$ cat src/rtl/cc_timer_pkg.sv
package cc_timer_pkg;
    typedef enum logic {
        SEL_COUNT   = 1'b0,
        SEL_COMPARE = 1'b1
    } rd_sel_e;
endpackage

$ cat src/rtl/cc_timer_prescaler.sv
module cc_timer_prescaler #(
    parameter int DIV = 4
) (
    input  logic clk,
    input  logic rst_n,
    input  logic restart,
    output logic tick
);
    localparam int PW = $clog2(DIV > 1 ? DIV : 2);
    localparam logic [PW-1:0] LAST = PW'(DIV - 1);

    typedef struct packed {
        logic [PW-1:0] phase;
    } st_t;

    st_t st_d, st_q;

    always_comb begin
        st_d = st_q;
        if (restart || st_q.phase == LAST)
            st_d.phase = '0;
        else
            st_d.phase = st_q.phase + PW'(1);
    end

    always_ff @(posedge clk) begin
        if (!rst_n) st_q <= '0;
        else        st_q <= st_d;
    end

    assign tick = (st_q.phase == LAST);

    generate
        if (DIV > 1) begin : g_gap
            // after a restart the next tick is a full period away
            assert_restart_gap_R7: assert property (@(posedge clk) disable iff (!rst_n)
                restart |=> !tick);
            // ticks are never back to back when dividing
            assert_tick_spacing_R2: assert property (@(posedge clk) disable iff (!rst_n)
                tick |=> !tick);
        end
    endgenerate
endmodule

$ cat src/rtl/cc_timer_count.sv
module cc_timer_count #(
    parameter int CNT_W = 32
) (
    input  logic             clk,
    input  logic             rst_n,
    input  logic             tick,
    input  logic             wr_en,
    input  logic [CNT_W-1:0] wr_data,
    output logic [CNT_W-1:0] count_q_o,
    output logic [CNT_W-1:0] count_next_o,
    output logic             updated_o
);
    typedef struct packed {
        logic [CNT_W-1:0] count;
    } st_t;

    st_t  st_d, st_q;
    logic upd;

    always_comb begin
        st_d = st_q;
        upd  = 1'b0;
        if (wr_en) begin
            st_d.count = wr_data;
            upd        = 1'b1;
        end else if (tick) begin
            st_d.count = st_q.count + CNT_W'(1);
            upd        = 1'b1;
        end
    end

    always_ff @(posedge clk) begin
        if (!rst_n) st_q <= '0;
        else        st_q <= st_d;
    end

    assign count_q_o    = st_q.count;
    assign count_next_o = st_d.count;
    assign updated_o    = upd;

    // no tick and no write leaves the count alone
    assert_count_hold_R2: assert property (@(posedge clk) disable iff (!rst_n)
        (!wr_en && !tick) |=> $stable(count_q_o));
    // a tick adds one, modulo 2^CNT_W
    assert_count_step_R3: assert property (@(posedge clk) disable iff (!rst_n)
        (!wr_en && tick) |=> count_q_o == $past(count_q_o) + CNT_W'(1));
    // a write lands regardless of a tick
    assert_count_load_R7: assert property (@(posedge clk) disable iff (!rst_n)
        wr_en |=> count_q_o == $past(wr_data));
endmodule

$ cat src/rtl/cc_timer_pending.sv
module cc_timer_pending #(
    parameter int CNT_W = 32
) (
    input  logic             clk,
    input  logic             rst_n,
    input  logic             cnt_updated,
    input  logic [CNT_W-1:0] cnt_next,
    input  logic [CNT_W-1:0] cmp_value,
    input  logic             cmp_wr,
    output logic             pend_o
);
    typedef struct packed {
        logic pend;
    } st_t;

    st_t  st_d, st_q;
    logic hit;

    always_comb begin
        st_d = st_q;
        hit  = cnt_updated && (cnt_next == cmp_value);
        if (cmp_wr)   st_d.pend = 1'b0;
        else if (hit) st_d.pend = 1'b1;
    end

    always_ff @(posedge clk) begin
        if (!rst_n) st_q <= '0;
        else        st_q <= st_d;
    end

    assign pend_o = st_q.pend;

    // a compare write always clears, even against a match
    assert_clear_wins_R5: assert property (@(posedge clk) disable iff (!rst_n)
        cmp_wr |=> !pend_o);
    // a match without a compare write latches
    assert_match_sets_R4: assert property (@(posedge clk) disable iff (!rst_n)
        (cnt_updated && cnt_next == cmp_value && !cmp_wr) |=> pend_o);
    // pending is sticky until compare is written
    assert_sticky_R6: assert property (@(posedge clk) disable iff (!rst_n)
        (pend_o && !cmp_wr) |=> pend_o);
endmodule

$ cat src/rtl/cc_timer.sv
module cc_timer
    import cc_timer_pkg::*;
#(
    parameter int CNT_W      = 32,
    parameter int DIV        = 4,
    parameter int IP_W       = 8,
    parameter int TIMER_LINE = 7
) (
    input  logic             clk,
    input  logic             rst_n,
    input  logic             cnt_wr_en,
    input  logic [CNT_W-1:0] cnt_wr_data,
    input  logic             cmp_wr_en,
    input  logic [CNT_W-1:0] cmp_wr_data,
    input  logic             rd_sel,
    output logic [CNT_W-1:0] rd_data,
    output logic [CNT_W-1:0] count_o,
    output logic [IP_W-1:0]  cause_ip,
    output logic             timer_irq
);
    typedef struct packed {
        logic [CNT_W-1:0] cmp;
    } st_t;

    st_t              st_d, st_q;
    logic             tick;
    logic [CNT_W-1:0] count_q;
    logic [CNT_W-1:0] count_next;
    logic             count_upd;
    logic             pend;

    cc_timer_prescaler #(.DIV(DIV)) u_presc (
        .clk     (clk),
        .rst_n   (rst_n),
        .restart (cnt_wr_en),
        .tick    (tick)
    );

    cc_timer_count #(.CNT_W(CNT_W)) u_count (
        .clk          (clk),
        .rst_n        (rst_n),
        .tick         (tick),
        .wr_en        (cnt_wr_en),
        .wr_data      (cnt_wr_data),
        .count_q_o    (count_q),
        .count_next_o (count_next),
        .updated_o    (count_upd)
    );

    cc_timer_pending #(.CNT_W(CNT_W)) u_pend (
        .clk         (clk),
        .rst_n       (rst_n),
        .cnt_updated (count_upd),
        .cnt_next    (count_next),
        .cmp_value   (st_q.cmp),
        .cmp_wr      (cmp_wr_en),
        .pend_o      (pend)
    );

    always_comb begin
        st_d = st_q;
        if (cmp_wr_en) st_d.cmp = cmp_wr_data;
    end

    always_ff @(posedge clk) begin
        if (!rst_n) st_q <= '0;
        else        st_q <= st_d;
    end

    always_comb begin
        cause_ip             = '0;
        cause_ip[TIMER_LINE] = pend;
    end

    assign timer_irq = pend;
    assign count_o   = count_q;
    assign rd_data   = (rd_sel_e'(rd_sel) == SEL_COMPARE) ? st_q.cmp : count_q;

    // compare holds the written value
    assert_cmp_store_R8: assert property (@(posedge clk) disable iff (!rst_n)
        cmp_wr_en |=> st_q.cmp == $past(cmp_wr_data));
    // only the timer line of the vector is ever set
    assert_vector_onehot_R4: assert property (@(posedge clk) disable iff (!rst_n)
        $onehot0(cause_ip) && (cause_ip[TIMER_LINE] == timer_irq));
endmodule

$ cat config.mk
export PLATFORM = sky130hd
export DESIGN_NAME = cc_timer
export DESIGN_NICKNAME = d
export VERILOG_FILES = /design/src/rtl/cc_timer_pkg.sv /design/src/rtl/cc_timer_prescaler.sv /design/src/rtl/cc_timer_count.sv /design/src/rtl/cc_timer_pending.sv /design/src/rtl/cc_timer.sv
export SDC_FILE = /design/constraint.sdc
export NUM_CORES = 1
export LEC_CHECK = 0
export BUFFER_PORTS_ARGS = -buffer_cell sky130_fd_sc_hd__buf_4
export CAP_MARGIN = 20
export CORE_ASPECT_RATIO = 0.8
export CORE_MARGIN = 2
export CORE_UTILIZATION = 50
export DETAILED_ROUTE_END_ITERATION = 6
export HOLD_SLACK_MARGIN = 0.12
export PLACE_DENSITY = 0.77
export SYNTH_ARGS = -nofsm -noshare
export SYNTH_HDL_FRONTEND = slang
export SYNTH_HIERARCHICAL = 1
export SYNTH_SLANG_ARGS = --single-unit
$ cat constraint.sdc
create_clock -name clk -period 5.6 [get_ports clk]
set_input_delay 1.12 -clock clk [delete_from_list [all_inputs] [get_ports clk]]
set_output_delay 1.12 -clock clk [all_outputs]
set_load 0.02 [all_outputs]
# Word level (Yosys, flattened, before mapping)
# Cells that the tools add are included.
# op_classes
n_addsub,2
n_eq_ne,2
n_mux,5
n_bitwise,1
n_reduce_logical,4
# ops
cell,count
2-to-1 mux 32 bit,3
adder 32 x 1 -> 32 bit (second input constant),1
equality test 32 bit,1
OR reduction 2 bit,2
adder 2 x 1 -> 2 bit (second input constant),1
equality test 2 bit (second input constant),1
2-to-1 mux 1 bit,2
logical AND 1 bit,1
logical OR 1 bit,1
NOT 1 bit,1
# word_totals
register_bits,67
in_bits,69
out_inout_bits,73
wordCells,18

# Depth between registers and ports, before layout
# Gate-level depths: netlist of run 1.
# depth
word_depth,5
mapped_depth,12
mapped_depth_nobuf,10

# Cells and area by module
# The synthesis of run 1 kept the hierarchy.
# modules_own_cells
module,n_inst,cells_each,area_per_inst_um2,seq_area_each_um2
cc_timer_count,1,265,2113.3,640.6
cc_timer,1,148,1836.8,640.6
cc_timer_pending,1,46,382.9,20.0
cc_timer_prescaler,1,5,80.1,40.0

# Least setup slack after synthesis of run 1
# Ideal clock, no wire load.
# synth_path
path_kind,reg-to-reg
from,"reg u_count.st_q, in the netlist u_count/count_q_o[11]"
to,reg u_pend.st_q (netlist: u_pend/pend_o)
setup_ps,59
arrival_time_ps,2993
required_ps,5541
setup_slack_ps,2548
path_stages_with_launch,12
path_buffers,2
synth_period_minus_slack_ps,3052
path_cell_list,dfxtp_1 -> nand4_1 -> or4_1 -> clkbuf_1 -> buf_6 -> or4_1 -> a31oi_1 -> xor2_1 -> nor4_1 -> nand4_1 -> nor4_1 -> a22o_1
# synth_via
elab_chain_len,5
# synth_rtl
item,line,rtl
start: declaration,cc_timer_count.sv:17,"st_t st_d, st_q;"
start signal: assignment,cc_timer_count.sv:34,else st_q <= st_d;
adder 32 x 1 -> 32 bit,cc_timer_count.sv:27,st_d.count = st_q.count + CNT_W'(1);
2-to-1 mux 32 bit,cc_timer_count.sv:26,end else if (tick) begin
2-to-1 mux 32 bit,cc_timer_count.sv:23,if (wr_en) begin
named net count_next[30],cc_timer.sv:28,logic [CNT_W-1:0] count_next;
equality test 32 bit,cc_timer_pending.sv:21,hit = cnt_updated && (cnt_next == cmp_value);
logical AND 1 bit,cc_timer_pending.sv:21,
end signal: assignment,cc_timer_pending.sv:28,else st_q <= st_d;
end: declaration,cc_timer_pending.sv:16,"st_t st_d, st_q;"
# The timed path passes the listed nets, and every way through them passes these cells.
# A chain may end at the register's enable or synchronous reset.

# Worst setup path in the final report of run 1
# Same ends and word-level chain as after synthesis.

==> metrics.cfg, run 1 <==
[placed_design]
place_hpwl_um=8800
gp_congestion=0.877
io_buffers=134

[yosys]
ys_top_cells_by_area=dfxtp_1 (30%), mux2_4 (10%), mux2i_1 (9.3%), nor2b_1 (5.7%), xor2_1 (5.6%)
ys.flop_type=dfxtp_1
avgSynthCellArea_um2=9.51
yosysSeqAreaShare_pct=30.4
synth_top_area_share_pct=30.4
synth_cell_types=53
synth-seq-cells=67
synth-edff-count=0
syn_inst=464
ys.warnings.count=6
synth_area_mm2=0.00441
synth_async_sr_flop_share_pct=0
synth_top_cell_by_area=dfxtp_1

[route]
final_antenna_net_count=0
vias_per_cell=5.76
vias=4005
remaining_drc_errors=0
drtPass1Iterations=6
totalWireLength_um=12300
drt_iter0_drc=233
post_drt_wl_per_cell_um=17.8

[final_layout]
utilization_pct=64.7
layout_commonest_cell=buf_4
drive_gt1_share_pct=32.6
final_nets=649
syn_to_final_growth_pct=24.9
fill_cells=741
antenna_cells=0
regArea_mm2=0.00134
final_cell_mix=buf_4 (134), dfxtp_1 (67), mux2i_1 (41), nor2b_1 (40), mux2_4 (30)
multi_input_area_mm2=0.00279

[die]
pin_count=142
start_util_pct=51.8
die_y_um=88.0
num_rows=30
core_mm2=0.00852
die_area_mm2=0.00960
die_w_um=109

[sta]
period_share_pct=67.1
worstMarginPinSlew_ns=0.926
setup_viol=0
fin_skew_ns=0.0105
rsz0062_at_grt=no
relSlewSlack_pct=37.8
fin_hold_ws_ns=0.449
period_minus_slack_ns=3.76
finalMaxSlewViolations=0
fmax_ghz=0.266
hold_viol=0
setup_tns_ns=0

[power]
cellPowerDensity_mw_per_mm2=238
cellLeakagePower_nw=2.41
ir_drop_mv=0.116

[clocking]
cts_setup_buffers=0
cts_resized=0
clkSlewWorstSetupHoldPaths_ns=0.07
h-tree-depth=3
cts_tree=built
ctsHoldBuffers=0
cts_made_buffers=9
cts_sinks=67
clock_latency_ns=0.35
clockBufferDepth=2
cts-root-buf=clkbuf_8

[critical_path]
critical_path_class=register to register
startpoint_type=register
critPathRequiredTime_ns=5.90
worst_setup_path_end_kind=register
cp.arrival_ns=4.05
cp_max_fo=16

[global_routing]
grt_pass1_vias=3710
grt_use_total_pct=25.6
grt_start_max_net_pins=56
antenna_found_initial=0
overflow=0
grt_pass1_wl_um=19000

[status]
status=completed

[min_path]
min_path_type=register to register

[run]
drv_cap=0

[final timing paths]
check	startpoint	end	slack, ns	cells after the start
min reg2reg	u_presc/st_q[0]$_SDFF_PP0_	u_presc/st_q[0]$_SDFF_PP0_	0.45	1
max	u_count/count_q_o[11]$_SDFF_PN0_	u_pend/pend_o$_SDFFE_PP0P_	1.84	9
min	u_presc/st_q[0]$_SDFF_PP0_	u_presc/st_q[0]$_SDFF_PP0_	0.45	1
max reg2reg	u_count/count_q_o[11]$_SDFF_PN0_	u_pend/pend_o$_SDFFE_PP0P_	1.84	9
[logic make-up after synthesis]
family	count (synthesis)	synth area share, %
xor gates and xnor gates	43	8.53
AOI/OAI and AO/OA	71	11.1
buffers and inverters	44	6.89
adders and majority gates	2	0.567
and+or+nand+nor	163	22.4
muxes	73	20.0
DFF	67	30.4
other	1	0.0850
[flip-flops by register name, indices dropped and copies added, names as in the netlist]
name,cells
st_q,32
u_count/count_q_o,32
u_presc/st_q,2
u_pend/pend_o,1
[synthesized netlist by cell type, types with 4 or more instances]
master / instances
nor2b_1: 40
clkbuf_1: 15
xor2_1: 28
o21ai_0: 6
and2_1: 7
buf_4: 8
inv_1: 5
nor4_1: 10
and4_1: 4
nor2_1: 23
a311oi_1: 8
a211oi_1: 9
o31ai_1: 9
xnor2_1: 15
a21oi_1: 16
nor3_1: 8
nor4b_1: 4
mux2_4: 30
nand2_1: 25
a31oi_1: 10
nand4_1: 10
or4_1: 12
mux2i_1: 41
nand3_1: 6
dfxtp_1: 67
[routing by layer]
metal,GRT usage (%),wire (um)
met2,40.1,5640
met3,7.44,1130
met4,5.01,142
met5,0,0
met1,35.2,5420
[power by group]
part | internal (mW) | switching, mW
clock network | 0.250 | 0.187
logic | 0.160 | 0.164
registers | 0.507 | 0.0456
total | 0.916 | 0.397
[critical path: stages (launching register included)]
cell and delay, ns:
dfxtp_1 0.47, nand4_1 0.52, or4_1 0.94, or4_1 0.54, a31oi_1 0.22, xor2_1 0.11, nor4_1 0.32, nand4_1 0.13
nor4_1 0.30, a22o_1 0.16
[area by class of cell]
type / count / area share [%]
Inverter: 7 / 0.477
Tap cell: 112 / 2.54
Multi-Input combinational cell: 359 / 50.6
Sequential cell: 67 / 24.3
Clock inverter: 5 / 1.41
Timing Repair Buffer: 134 / 18.2
Clock buffer: 11 / 2.38
[through the flow]
| stage | setup slack [ns] | cell area [um^2] | std cells | power (mW) |
|---|---|---|---|---|
| 5_1_grt | 1.53 | 5510 | 695 | 1.37 |
| 6_report | 1.84 | 5510 | 695 | 1.31 |
| 3_5_place_dp | 1.94 | 5300 | 679 | 0.885 |
| 3_3_place_gp | 2.09 | 5300 | 679 | 0.878 |
| 4_1_cts | 1.92 | 5510 | 695 | 1.32 |
| 2_1_floorplan | 2.55 | 4440 | 470 | 0.763 |
Power figures use the tool's default switching activity.
==> run 2, diff against run 1 <==
- clock period: 5.6 -> 3.46 ns (I/O delays scaled with it)
==> run 2 against run 1 <==
Effect of this change: utilization rose by 0.63 points; cell count rose by 1.6%; non-clock buffer count rose by 11; critical path type unchanged; die area did not move; fmax rose by 18%; largest power group unchanged; sequential power rose by 61%.
==> metrics.cfg, run 2 (synthesis results as in run 1) <==
[route]
wirelength_met1_um=5330  ; -1.7%
post_drt_wl_per_cell_um=17.8  ; +0.48%
remaining_drc_errors=0  ; unchanged
met3_length_um=1290  ; +14%
vias=4084  ; +2.0%
drtPass1Iterations=5  ; -1
totalWireLength_um=12600  ; +2.1%
dr.max_layer_used=met4
wl_met2_um=5780  ; +2.4%
vias_per_cell=5.78  ; +0.38%
drt_iter0_drc=341  ; +46%
final_antenna_net_count=0  ; unchanged

[placed_design]
place_hpwl_um=9150  ; +4.0%
io_buffers=134  ; unchanged
gp_congestion=0.929  ; +5.9%
place_area_mm2=0.00539  ; +1.6%

[clocking]
h-tree-depth=3  ; unchanged
ctsHoldBuffers=0  ; unchanged
cts-root-buf=clkbuf_8
cts_sinks=67  ; unchanged
clock_latency_ns=0.34  ; about the same
clockBufferDepth=2  ; unchanged
clkSlewWorstSetupHoldPaths_ns=0.07  ; about the same
cts_resized=0  ; unchanged
cts_setup_buffers=0  ; unchanged
cts_made_buffers=9  ; unchanged
cts_tree=built

[status]
status=completed

[global_routing]
grt_start_max_net_pins=43  ; -23%
grt_pass1_wl_um=19200  ; +0.73%
grt_pass1_vias=3743  ; +0.89%
grt_use_total_pct=26.1  ; +0.55 points
overflow=0  ; unchanged
antenna_found_initial=0  ; unchanged

[sta]
period_minus_slack_ns=3.18  ; -0.575 ns
setup_tns_ns=0  ; unchanged
setup_viol=0  ; unchanged
relSlewSlack_pct=57.7  ; +20 points
worstMarginPinSlew_ns=0.635  ; -0.291 ns
finalMaxSlewViolations=0  ; unchanged
rsz0062_at_grt=no
period_share_pct=92.0  ; +25 points
fin_skew_ns=0.00672  ; -0.00377 ns
fmax_ghz=0.314  ; +18%
hold_viol=0  ; unchanged

[power]
cellPowerDensity_mw_per_mm2=363  ; +52%
ir_drop_mv=0.234  ; +100%
power_mw=2.02  ; +54%
cellLeakagePower_nw=2.45  ; +1.8%

[final_layout]
syn_to_final_growth_pct=26.1
fill_cells=710  ; -4.2%
antenna_cells=0  ; unchanged
final_nets=660  ; +1.7%
fin_area_mm2=0.00557  ; +0.98%
drive_gt1_share_pct=34.0  ; +1.4 points
final_cell_mix=buf_4 (145), dfxtp_1 (67), mux2i_1 (41), nor2b_1 (40), mux2_4 (30)
layout_commonest_cell=buf_4

[die]
pin_count=142  ; unchanged
start_util_pct=51.8  ; unchanged
die_area_mm2=0.00960  ; unchanged
core_mm2=0.00852  ; unchanged
die_w_um=109  ; unchanged
die_y_um=88.0  ; unchanged
num_rows=30  ; unchanged

[min_path]
min_path_type=register to register
min_from=u_presc/st_q[0]$_SDFF_PP0_
holdPathStages=1  ; unchanged
min_to=u_presc/st_q[0]$_SDFF_PP0_

[critical_path]
cp.arrival_ns=3.47  ; -0.58 ns
cp_max_fo=10  ; -6
r2r_start=u_count/count_q_o[0]$_SDFF_PN0_
timing.critical_path.buf_inv=1  ; +1
critPathRequiredTime_ns=3.75  ; -2.15 ns
startpoint_type=register
worst_setup_path_end_kind=register
reg2reg_depth=10  ; +1
critPathTopFamily=simple AND/OR/NAND/NOR gates
cp_slowest_cell=or4_4
crit_chain=ha_1, inv_1, or4_4, or4_1, a31oi_1, xor2_1, nor4_1, nand4_1, nor4_1, a22o_1
critical_path_class=register to register
ff2ff_setup_slack_ns=0.28  ; -1.57 ns
cp_common_cell=nor4_1
r2r_end=u_pend/pend_o$_SDFFE_PP0P_
slowest_delay_ns=0.61  ; -0.33 ns

[run]
drv_cap=0  ; unchanged

==> run 2: area by class of cell <==
type	count	area, um^2	area share, %
clock buffers	14	163	2.92
repair buffers	145	1090	19.6
multi-input cells	359	2800	50.3
inverters	7	26.3	0.472
flip-flops and latches	67	1340	24.1
clock inverters	2	10.0	0.180
well taps	112	140	2.52
==> run 2: metrics by stage <==
| stage | utilization (%) | std cells | setup slack [ns] | hold WS (ns) |
|---|---|---|---|---|
| after floorplan | - | 470 | 0.408 | 0.419 |
| final | 65.3 | 706 | 0.277 | 0.454 |
| after global placement | 63.2 | 690 | 0.342 | 0.427 |
| after global routing | 65.3 | 706 | 0.0214 | 0.454 |
| after CTS | 65.2 | 706 | 0.175 | 0.445 |
| after detailed placement | 63.2 | 690 | 0.191 | 0.436 |
==> run 2: power by group <==
part / total, mW / internal (mW) / switching (mW)
logic: 0.539 / 0.263 / 0.276
clock network: 0.591 / 0.298 / 0.293
registers: 0.890 / 0.821 / 0.0688
==> run 2: worst register-to-register path, stage by stage, from the launching register on <==
cell     delay (ns)
dfxtp_1        0.44
ha_1           0.23
inv_1          0.09
or4_4          0.61
or4_1          0.52
a31oi_1        0.22
xor2_1         0.09
nor4_1         0.27
nand4_1        0.15
nor4_1         0.33
a22o_1         0.18
==> run 2: routing by layer <==
layer	GRT usage [%]	vias up
met1	35.5	1944
met5	0	-
li1	-	1923
met3	7.07	23
met4	8.86	0
met2	40.2	194
==> run 2: worst max-delay path by stage <==
stage / startpoint / end / slack, ns / cells past startpoint
after global placement: u_count/count_q_o[17]$_SDFF_PN0_ / u_pend/pend_o$_SDFFE_PP0P_ / 0.34 / 9
after detailed placement: u_count/count_q_o[0]$_SDFF_PN0_ / u_pend/pend_o$_SDFFE_PP0P_ / 0.19 / 10
after floorplan: u_count/count_q_o[11]$_SDFF_PN0_ / u_pend/pend_o$_SDFFE_PP0P_ / 0.41 / 11
final: u_count/count_q_o[0]$_SDFF_PN0_ / u_pend/pend_o$_SDFFE_PP0P_ / 0.28 / 10
after global routing: u_count/count_q_o[0]$_SDFF_PN0_ / u_pend/pend_o$_SDFFE_PP0P_ / 0.02 / 10
after CTS: u_count/count_q_o[0]$_SDFF_PN0_ / u_pend/pend_o$_SDFFE_PP0P_ / 0.17 / 10
